`src/rtl/cfgsp_pkg.sv`:
```
// Package: shared encodings for the redirected register space.
// Assumes a 32-bit register bus and four 8 KB windows.
package cfgsp_pkg;
    localparam int WIN_OFS_W  = 13;
    localparam int ADDR_W     = WIN_OFS_W + 2;
    localparam int DATA_W     = 32;
    localparam int CORE_SEL_W = 6;

    typedef enum logic [1:0] {
        WIN_GLOBAL = 2'd0,
        WIN_LOCAL  = 2'd1,
        WIN_OTHER  = 2'd2,
        WIN_DEBUG  = 2'd3
    } win_e;

    typedef enum logic [1:0] {
        BLK_CORE      = 2'd0,
        BLK_GLOBAL    = 2'd1,
        BLK_USER      = 2'd2,
        BLK_GLOBAL_HI = 2'd3
    } blk_e;

    typedef enum logic [1:0] {
        TGT_NONE   = 2'd0,
        TGT_CORE   = 2'd1,
        TGT_GLOBAL = 2'd2
    } tgt_e;

    localparam logic [WIN_OFS_W-1:0] OFS_COH   = 13'h008;
    localparam logic [WIN_OFS_W-1:0] OFS_SEL   = 13'h018;
    localparam logic [WIN_OFS_W-1:0] OFS_ID    = 13'h028;
    localparam logic [WIN_OFS_W-1:0] OFS_GINFO = 13'h000;
    localparam logic [WIN_OFS_W-1:0] OFS_GCTL  = 13'h008;

    // Selector layout: block 25:24, target core 13:8, vp 2:0
    typedef struct packed {
        logic [5:0]            rsv_hi;
        blk_e                  blk;
        logic [9:0]            rsv_mid;
        logic [CORE_SEL_W-1:0] core;
        logic [4:0]            rsv_lo;
        logic [2:0]            vp;
    } sel_t;
endpackage

```
`src/rtl/cfgsp_win_decode.sv`:
```
// Module: window decoder.
// Turns an address and the requester's selector fields into a target
// (none, a core bank, or the global bank) plus a target core index.
// Assumes the in-window offset is passed on unchanged to the target.
module cfgsp_win_decode
    import cfgsp_pkg::*;
#(
    parameter int NUM_CORES = 4
) (
    input  logic [ADDR_W-1:0]     addr,
    input  logic [CORE_SEL_W-1:0] core_id,
    input  blk_e                  req_blk,
    input  logic [CORE_SEL_W-1:0] req_core,
    output tgt_e                  tgt,
    output logic [CORE_SEL_W-1:0] tgt_core
);
    localparam logic [CORE_SEL_W-1:0] NC = CORE_SEL_W'(NUM_CORES);

    win_e win;
    assign win = win_e'(addr[ADDR_W-1 -: 2]);

    // Resolve the window, and for the redirected window the selector, into a target
    always_comb begin
        tgt      = TGT_NONE;
        tgt_core = '0;
        case (win)
            WIN_GLOBAL: tgt = TGT_GLOBAL;
            WIN_LOCAL: begin
                if (core_id < NC) begin
                    tgt      = TGT_CORE;
                    tgt_core = core_id;
                end
            end
            WIN_OTHER: begin
                case (req_blk)
                    BLK_CORE: begin
                        if (req_core < NC) begin
                            tgt      = TGT_CORE;
                            tgt_core = req_core;
                        end
                    end
                    BLK_GLOBAL: tgt = TGT_GLOBAL;
                    default:    tgt = TGT_NONE;
                endcase
            end
            default: tgt = TGT_NONE;
        endcase
    end
endmodule

```
`src/rtl/cfgsp_core_regs.sv`:
```
// Module: one core's register bank.
// Holds the coherence enable and the redirection selector, and returns the
// read-only identity word. Reads are combinational; the caller registers them.
// Assumes wr_stb is already qualified for this bank.
module cfgsp_core_regs
    import cfgsp_pkg::*;
#(
    parameter int         CORE_IDX   = 0,
    parameter logic [7:0] CLUSTER_ID = 8'h00
) (
    input  logic                  clk,
    input  logic                  rst_n,
    input  logic                  wr_stb,
    input  logic [WIN_OFS_W-1:0]  ofs,
    input  logic [DATA_W-1:0]     wr_data,
    output logic [DATA_W-1:0]     rd_val,
    output blk_e                  sel_blk,
    output logic [CORE_SEL_W-1:0] sel_core
);
    localparam logic [DATA_W-1:0] SEL_MASK = 32'h0300_3F07;
    localparam logic [DATA_W-1:0] ID_WORD  = {16'h0000, CLUSTER_ID, 8'(CORE_IDX)};

    logic coh_en_q;
    sel_t sel_q;

    // Register updates for the writable per-core locations
    always_ff @(posedge clk) begin
        if (!rst_n) begin
            coh_en_q <= 1'b0;
            sel_q    <= '0;
        end else if (wr_stb) begin
            if (ofs == OFS_COH) coh_en_q <= wr_data[0];
            if (ofs == OFS_SEL) sel_q    <= sel_t'(wr_data & SEL_MASK);
        end
    end

    // Read value for the offset presented this cycle
    always_comb begin
        case (ofs)
            OFS_COH: rd_val = {31'b0, coh_en_q};
            OFS_SEL: rd_val = DATA_W'(sel_q);
            OFS_ID:  rd_val = ID_WORD;
            default: rd_val = '0;
        endcase
    end

    assign sel_blk  = sel_q.blk;
    assign sel_core = sel_q.core;
endmodule

```
`src/rtl/cfgsp_global_regs.sv`:
```
// Module: global register bank.
// Offset 0x000 is a read-only core count; offset 0x008 is a free control word.
// Assumes wr_stb is already qualified for the global bank.
module cfgsp_global_regs
    import cfgsp_pkg::*;
#(
    parameter int NUM_CORES = 4
) (
    input  logic                 clk,
    input  logic                 rst_n,
    input  logic                 wr_stb,
    input  logic [WIN_OFS_W-1:0] ofs,
    input  logic [DATA_W-1:0]    wr_data,
    output logic [DATA_W-1:0]    rd_val
);
    localparam logic [DATA_W-1:0] INFO_WORD = {24'h0, 8'(NUM_CORES)};

    logic [DATA_W-1:0] ctl_q;

    // Control word update
    always_ff @(posedge clk) begin
        if (!rst_n)                         ctl_q <= '0;
        else if (wr_stb && ofs == OFS_GCTL) ctl_q <= wr_data;
    end

    // Read value for the offset presented this cycle
    always_comb begin
        case (ofs)
            OFS_GINFO: rd_val = INFO_WORD;
            OFS_GCTL:  rd_val = ctl_q;
            default:   rd_val = '0;
        endcase
    end
endmodule

```
`src/rtl/cfg_redirect_space.sv`:
```
// Module: top of the redirected configuration register space.
// Picks the requester's selector, decodes the window, steers writes to one
// bank and registers the read result. Assumes core_id is valid whenever an
// access is presented; an out-of-range core_id reaches no per-core bank.
module cfg_redirect_space
    import cfgsp_pkg::*;
#(
    parameter int         NUM_CORES  = 4,
    parameter logic [7:0] CLUSTER_ID = 8'h03
) (
    input  logic                  clk,
    input  logic                  rst_n,
    input  logic [CORE_SEL_W-1:0] core_id,
    input  logic [ADDR_W-1:0]     addr,
    input  logic                  wr_en,
    input  logic [DATA_W-1:0]     wr_data,
    output logic [DATA_W-1:0]     rd_data
);
    logic [WIN_OFS_W-1:0]  ofs;
    logic [DATA_W-1:0]     core_rd [NUM_CORES];
    blk_e                  bank_blk [NUM_CORES];
    logic [CORE_SEL_W-1:0] bank_core [NUM_CORES];
    blk_e                  req_blk;
    logic [CORE_SEL_W-1:0] req_core;
    tgt_e                  tgt;
    logic [CORE_SEL_W-1:0] tgt_core;
    logic [DATA_W-1:0]     glb_rd;
    logic [DATA_W-1:0]     core_rd_sel;
    logic [DATA_W-1:0]     rd_next;
    logic [DATA_W-1:0]     rd_q;

    assign ofs = addr[WIN_OFS_W-1:0];

    // Select the requester's own selector fields
    always_comb begin
        req_blk  = BLK_CORE;
        req_core = '0;
        for (int i = 0; i < NUM_CORES; i++) begin
            if (core_id == CORE_SEL_W'(i)) begin
                req_blk  = bank_blk[i];
                req_core = bank_core[i];
            end
        end
    end

    cfgsp_win_decode #(.NUM_CORES(NUM_CORES)) i_decode (
        .addr     (addr),
        .core_id  (core_id),
        .req_blk  (req_blk),
        .req_core (req_core),
        .tgt      (tgt),
        .tgt_core (tgt_core)
    );

    for (genvar g = 0; g < NUM_CORES; g++) begin : g_core
        logic hit;
        assign hit = wr_en && (tgt == TGT_CORE) && (tgt_core == CORE_SEL_W'(g));
        cfgsp_core_regs #(.CORE_IDX(g), .CLUSTER_ID(CLUSTER_ID)) i_bank (
            .clk      (clk),
            .rst_n    (rst_n),
            .wr_stb   (hit),
            .ofs      (ofs),
            .wr_data  (wr_data),
            .rd_val   (core_rd[g]),
            .sel_blk  (bank_blk[g]),
            .sel_core (bank_core[g])
        );
    end

    cfgsp_global_regs #(.NUM_CORES(NUM_CORES)) i_global (
        .clk     (clk),
        .rst_n   (rst_n),
        .wr_stb  (wr_en && (tgt == TGT_GLOBAL)),
        .ofs     (ofs),
        .wr_data (wr_data),
        .rd_val  (glb_rd)
    );

    // Choose the read value of the targeted bank
    always_comb begin
        core_rd_sel = '0;
        for (int i = 0; i < NUM_CORES; i++) begin
            if (tgt_core == CORE_SEL_W'(i)) core_rd_sel = core_rd[i];
        end
        case (tgt)
            TGT_CORE:   rd_next = core_rd_sel;
            TGT_GLOBAL: rd_next = glb_rd;
            default:    rd_next = '0;
        endcase
    end

    // Register the read result one cycle after the request
    always_ff @(posedge clk) begin
        if (!rst_n) rd_q <= '0;
        else        rd_q <= rd_next;
    end

    assign rd_data = rd_q;
endmodule

```
`config.mk`:
```
export PLATFORM = sky130hd
export DESIGN_NAME = cfg_redirect_space
export DESIGN_NICKNAME = d
export VERILOG_FILES = /design/src/rtl/cfgsp_pkg.sv /design/src/rtl/cfgsp_win_decode.sv /design/src/rtl/cfgsp_core_regs.sv /design/src/rtl/cfgsp_global_regs.sv /design/src/rtl/cfg_redirect_space.sv
export SDC_FILE = /design/constraint.sdc
export NUM_CORES = 1
export LEC_CHECK = 0
export BUFFER_PORTS_ARGS = -buffer_cell sky130_fd_sc_hd__buf_2
export CELL_PAD_IN_SITES_DETAIL_PLACEMENT = 0
export CELL_PAD_IN_SITES_GLOBAL_PLACEMENT = 1
export CORE_ASPECT_RATIO = 0.9
export CORE_UTILIZATION = 40
export DETAILED_ROUTE_END_ITERATION = 12
export PLACE_DENSITY = 0.87
export SLEW_MARGIN = 20
export SYNTH_ARGS = -nofsm -noshare
export SYNTH_HDL_FRONTEND = slang
export SYNTH_SLANG_ARGS = --single-unit
```
`constraint.sdc`:
```
create_clock -name clk -period 10.3 [get_ports clk]
set_clock_uncertainty 0.1 [all_clocks]
set_input_delay 1.545 -clock clk [delete_from_list [all_inputs] [get_ports clk]]
set_output_delay 1.545 -clock clk [all_outputs]
set_load 0.005 [all_outputs]
```
Yosys cells after proc, flatten, opt, wreduce, memory -nomap -nowiden
Index checks and enable logic that the tools add are counted.
W data, S select, Z words.
{ "word_totals": {"register_bits": 112, "output_inout_bits": 32, "input_bits": 56} }
{ "op_classes": {"mux": 26, "eq_ne": 14, "order_cmp": 2, "reduce_logical": 20} }
{ "op_table": {"columns": ["operator", "count"], "rows": [
  ["$pmux W26 S3", 4],
  ["$mux W32", 4],
  ["$pmux W32 S2", 2],
  ["$mux W6", 7],
  ["$eq A6 B2 Y1 const B", 4],
  ["$reduce_and A2 Y1", 8],
  ["$eq A13 B4 Y1 const B", 1],
  ["$eq A13 B5 Y1 const B", 1],
  ["$eq A13 B6 Y1 const B", 1],
  ["$logic_not A13 Y1", 1],
  ["$eq A6 B1 Y1 const B", 2],
  ["$logic_not A6 Y1", 2],
  ["$lt A6 B3 Y1 const B", 2],
  ["$pmux W6 S2", 1],
  ["$mux W2", 4],
  ["$logic_and A1 B1 Y1", 7],
  ["$eq A2 B1 Y1 const B", 3],
  ["$pmux W2 S3", 1],
  ["$eq A2 B2 Y1 const B", 2],
  ["$logic_not A2 Y1", 2],
  ["$pmux W2 S2", 1],
  ["$mux W1", 2]
]} }

Logic depth before layout (Yosys ltp)
{ "depth": {"word_depth": 15, "mapped_depth": 15, "mapped_depth_nobuf": 13} }

Hierarchy
From an unflattened synthesis, not the netlist that was laid out.
{ "unflattened": {"cells_unflattened": 848, "hier_area_um2": 7558.5} }
{ "modules_own_cells": {"columns": ["mod", "instances", "cells_per_inst", "area_per_inst_um2"], "rows": [
  ["cfg_redirect_space", 1, 181, 2163.3],
  ["cfgsp_global_regs", 1, 217, 1664.1],
  ["cfgsp_core_regs (g_core[3].i_bank)", 1, 107, 892.1],
  ["cfgsp_core_regs (g_core[2].i_bank)", 1, 106, 890.9],
  ["cfgsp_core_regs (g_core[1].i_bank)", 1, 106, 889.6],
  ["cfgsp_core_regs (g_core[0].i_bank)", 1, 105, 888.4],
  ["cfgsp_win_decode", 1, 26, 170.2]
]} }

Worst setup path after synthesis
No wires, ideal clock.
{ "synth_timing": {"path_type": "input -> register", "from": "in core_id[1]", "to": "reg rd_q[11], in the netlist rd_data[11]", "required_ns": 10.099, "path_slack_ns": 5.892, "setup_time_ns": 0.101, "path_buffers": 3, "path_stages": 14, "t_arrival_ns": 4.207, "cell_sequence": "buf_4 mux4_2 a311oi_4 o21ai_0 nand2_1 nand2_1 a21o_1 ha_1 nand2b_1 nor3_1 clkbuf_1 clkbuf_1 nand2_1 o41ai_1"} }
{ "synth_via": {"elab_chain_len": 15, "word_cells_on_any_way": 35} }
{ "synth_lines": {"columns": ["item", "line", "rtl"], "rows": [
  ["from (decl)", "cfg_redirect_space.sv:13", "input logic [CORE_SEL_W-1:0] core_id,"],
  ["$logic_not A6 Y1", "cfg_redirect_space.sv:39", "if (core_id == CORE_SEL_W'(i)) begin"],
  ["$mux W6 (4 in series)", "cfg_redirect_space.sv:39", null],
  ["$lt A6 B3 Y1", "cfgsp_win_decode.sv:37", "if (req_core < NC) begin"],
  ["$mux W6", "cfgsp_win_decode.sv:37", null],
  ["$mux W6", "cfgsp_win_decode.sv:35", "case (req_blk)"],
  ["$pmux W6 S2", "cfgsp_win_decode.sv:26", "case (win)"],
  ["$logic_not A6 Y1", "cfg_redirect_space.sv:83", "if (tgt_core == CORE_SEL_W'(i)) core_rd_sel = core_rd[i];"],
  ["$mux W32 (4 in series)", "cfg_redirect_space.sv:83", null],
  ["$pmux W32 S2 *", "cfg_redirect_space.sv:85", "case (tgt)"],
  ["to (signal assigned)", "cfg_redirect_space.sv:95", "else rd_q <= rd_next;"],
  ["to (decl)", "cfg_redirect_space.sv:30", "logic [DATA_W-1:0] rd_q;"]
]} }
Every way passes the cells marked *; elsewhere a longest branch is shown, timed or not.
A chain may end at the register's enable or synchronous reset.

Worst setup path in the final report
{ "layout_timing": {"from": "in core_id[0]", "to": "reg rd_q[8], in the netlist rd_data[8]"} }
Same word-level chain as after synthesis.

==> impl_metrics.csv <==
group,metric,value,unit
clock_tree,cts_sinks,112,
finish,nNetsFinal,697,
clock_tree,worstSkewPairLatency,0.36,ns
min_path,hold_depth,1,
setup_path,cp.arrival,5.23,ns
setup_path,crit_required,10.50,ns
power,vdd_drop_max,0.0740,mV
setup_path,reg2regPathDepth,14,
clock_tree,cts_resized,0,
synth,synth_nets,629,
power,power.share.clock,42.8,%
clock_tree,htree_num_levels,3,
min_path,hold_class,"reg2reg",
placed_design,port_buffers,87,
clock_tree,cts-hold-fix-buffers,0,
power,p_total,0.000822,W
drt,wl_per_cell,16.8,um
power,swShare,24.2,%
power,leakage,2.29,nW
min_path,min_from,"i_global.ctl_q[18]",
setup_path,r2r-end,"rd_data[8]",
global_routing,grt_max_degree,83,
clock_tree,post_cts_buffers,0,
placed_design,place_ws,4.93,ns
synth,netlist_area,5000,sq um
setup_path,worstSetupEndpointType,"flip-flop",
finish,insertedDiodeCount,0,
clock_tree,root_buffer,"clkbuf_16",
drt,drc,0,
setup_path,path_max_fanout,16,
placed_design,place.gp.congestion,0.930,
drt,drt-total-wl,13500,um
drt,avgViaCountPerCell,5.44,
power,intPower,0.000623,W
synth,ys_ff_latch,112,
status,status,"complete, no violations",
floorplanning,fp.dieH,108,um
synth,syn_inst,567,
finish,fin_util,48.2,%
synth,synth_cell_type_count,57,
synth,synth-edff-count,0,
global_routing,antenna_found_initial,0,
flow_run,cap_violations,0,
synth,ys_warn_count,0,
min_path,min_to,"rd_data[18]",
clock_tree,cts_buffers,9,
floorplanning,num_io_pins,88,
drt,vias,4355,
placed_design,dp_hpwl,9360,um
timing,finalSetupViolCount,0,
synth,syn_avg_cell_area,8.82,sq um
setup_path,start_kind,"primary input",
clock_tree,clkTransAtPathRegs,0.08,ns
floorplanning,fp.dieW,120,um
timing,rsz0062_at_grt,"false",
timing,fin_setup_tns,0,ns
timing,slew_headroom,19.8,%
timing,hold_viol_final,0,
global_routing,grtUsageTotal,21.7,%
global_routing,grt_pass1_wl,21700,um
timing,finalCritPeriodShare,48.8,%
floorplanning,core,12100,sq um
clock_tree,cts_tree,"yes",
drt,ant_nets,0,
synth,yosysTopAreaCellShare,44.9,%
synth,yosys-top-cells-area,"dfxtp_1 (45%), nand2_1 (9.9%), a21boi_0 (8.4%), mux2i_1 (5.4%), nor2b_1 (3.4%)",
global_routing,grt_pass1_vias,4104,
power,switching_power,0.000199,W
synth,synthFlopType,"dfxtp_1",
power,p_comb_share,4.6,%
setup_path,rr_startpoint,"g_core[3].i_bank.sel_core[5]",
timing,drv_slew,0,
timing,fin_crit,5.03,ns
synth,async_reset_ff_share,0,%
power,p_per_area,141,nW/um^2
floorplanning,row_count,38,
finish,syn_to_final_growth,16.8,%
power,seqPwrFrac,52.6,%
finish,drive_gt1_share,20.5,%
timing,fin_ws,5.27,ns
setup_path,r2r_slack,6.25,ns
timing,tightest_slew,1.20,ns
synth,netlist.top_cell.by_area,"dfxtp_1",
setup_path,crit_type,"in2reg",
timing,max_freq,199,MHz
floorplanning,start_util,41.2,%
drt,first_iter_violations,352,
drt,dr.pass1.iters,5,
global_routing,grt-ovfl-total,0,
finish,final_common_cell,"nand2_1",
synth,synth_seq_area_share,44.9,%
clock_tree,clk_path_buf_depth,2,
floorplanning,fp.dieArea,12900,sq um
finish,final_cell_mix,"nand2_1 (132), dfxtp_1 (112), buf_2 (87)",
[cells in the mapped netlist, drive strengths merged, types with 6 or more instances]
cell type	n
nand2	132
dfxtp	112
a21boi	56
clkbuf	31
mux2i	27
nor2b	27
and2	24
a21oi	16
nor2	16
o21ai	11
inv	9
nand3	9
and3	7
nor4	7
a31oi	6
buf	6
ha	6
[worst max path at each step]
stage               slack, ns  startpoint          end  cells past startpoint
global route             4.99  core_id[0]   rd_data[8]                     15
global placement         5.09  core_id[0]   rd_data[8]                     15
floorplan                5.89  core_id[1]  rd_data[11]                     14
finish                   5.27  core_id[0]   rd_data[8]                     15
detailed placement       4.93  core_id[0]   rd_data[8]                     15
CTS                      5.31  core_id[0]   rd_data[8]                     15
[metal layers]
metal	global-route usage, %	wire length [um]	vias to the layer above
li1	-	-	2094
met1	28.2	6110	2055
met2	35.1	6110	179
met3	5.38	962	27
met4	7.50	283	0
met5	0	0	-
[final cells by class]
class                   count  area (sq um)
fillers                  1172          6280
multi-input cells         409          2570
flip-flops and latches    112          2240
repair buffers             94           488
clock buffers               9           225
well taps                 160           200
clock inverters             7          85.1
inverters                   9          33.8
[power by group through the flow]
stage | sequential (W) | combinational [W] | clock (W)
after floorplan | 0.000443 | 0.0000198 | 0
after global placement | 0.000443 | 0.0000367 | 0
after detailed placement | 0.000443 | 0.0000374 | 0
after CTS | 0.000432 | 0.0000375 | 0.000360
after global routing | 0.000433 | 0.0000412 | 0.000378
final | 0.000432 | 0.0000378 | 0.000351
[sequential cells by signal, summed over array words and instances, names as in the netlist]
register / count
g_core.i_bank.sel_blk: 8
g_core.i_bank.coh_en_q: 4
g_core.i_bank.sel_q: 12
g_core.i_bank.sel_core: 24
i_global.ctl_q: 32
rd_data: 32
[stage by stage]
step	cells	hold slack [ns]	cell area, sq um
3_3_place_gp	784	0.336	5530
2_1_floorplan	567	0.320	5000
3_5_place_dp	784	0.336	5530
4_1_cts	800	0.355	5840
5_1_grt	800	0.370	5840
6_report	800	0.353	5840
[logic make-up after synthesis]
kind of cell / after synthesis / synth area share [%]
compound gates: 129 / 19.4
flops: 112 / 44.9
mux: 31 / 7.21
buf+inv: 46 / 3.90
simple gates: 243 / 23.1
fa+ha+maj: 6 / 1.50
[critical path: stages]
cell and delay [ns]:
buf_2 0.22, mux4_2 0.57, a311oi_4 0.35, o21ai_0 0.17, nand2_1 0.09, nand2_1 0.05, a21o_1 0.20, ha_1 0.32
nand2b_1 0.23, nor3_2 0.61, buf_4 0.35, nand2_1 0.10, nor3b_1 0.14, o211ai_1 0.12, and3_1 0.16
Power figures use the tool's default switching activity.
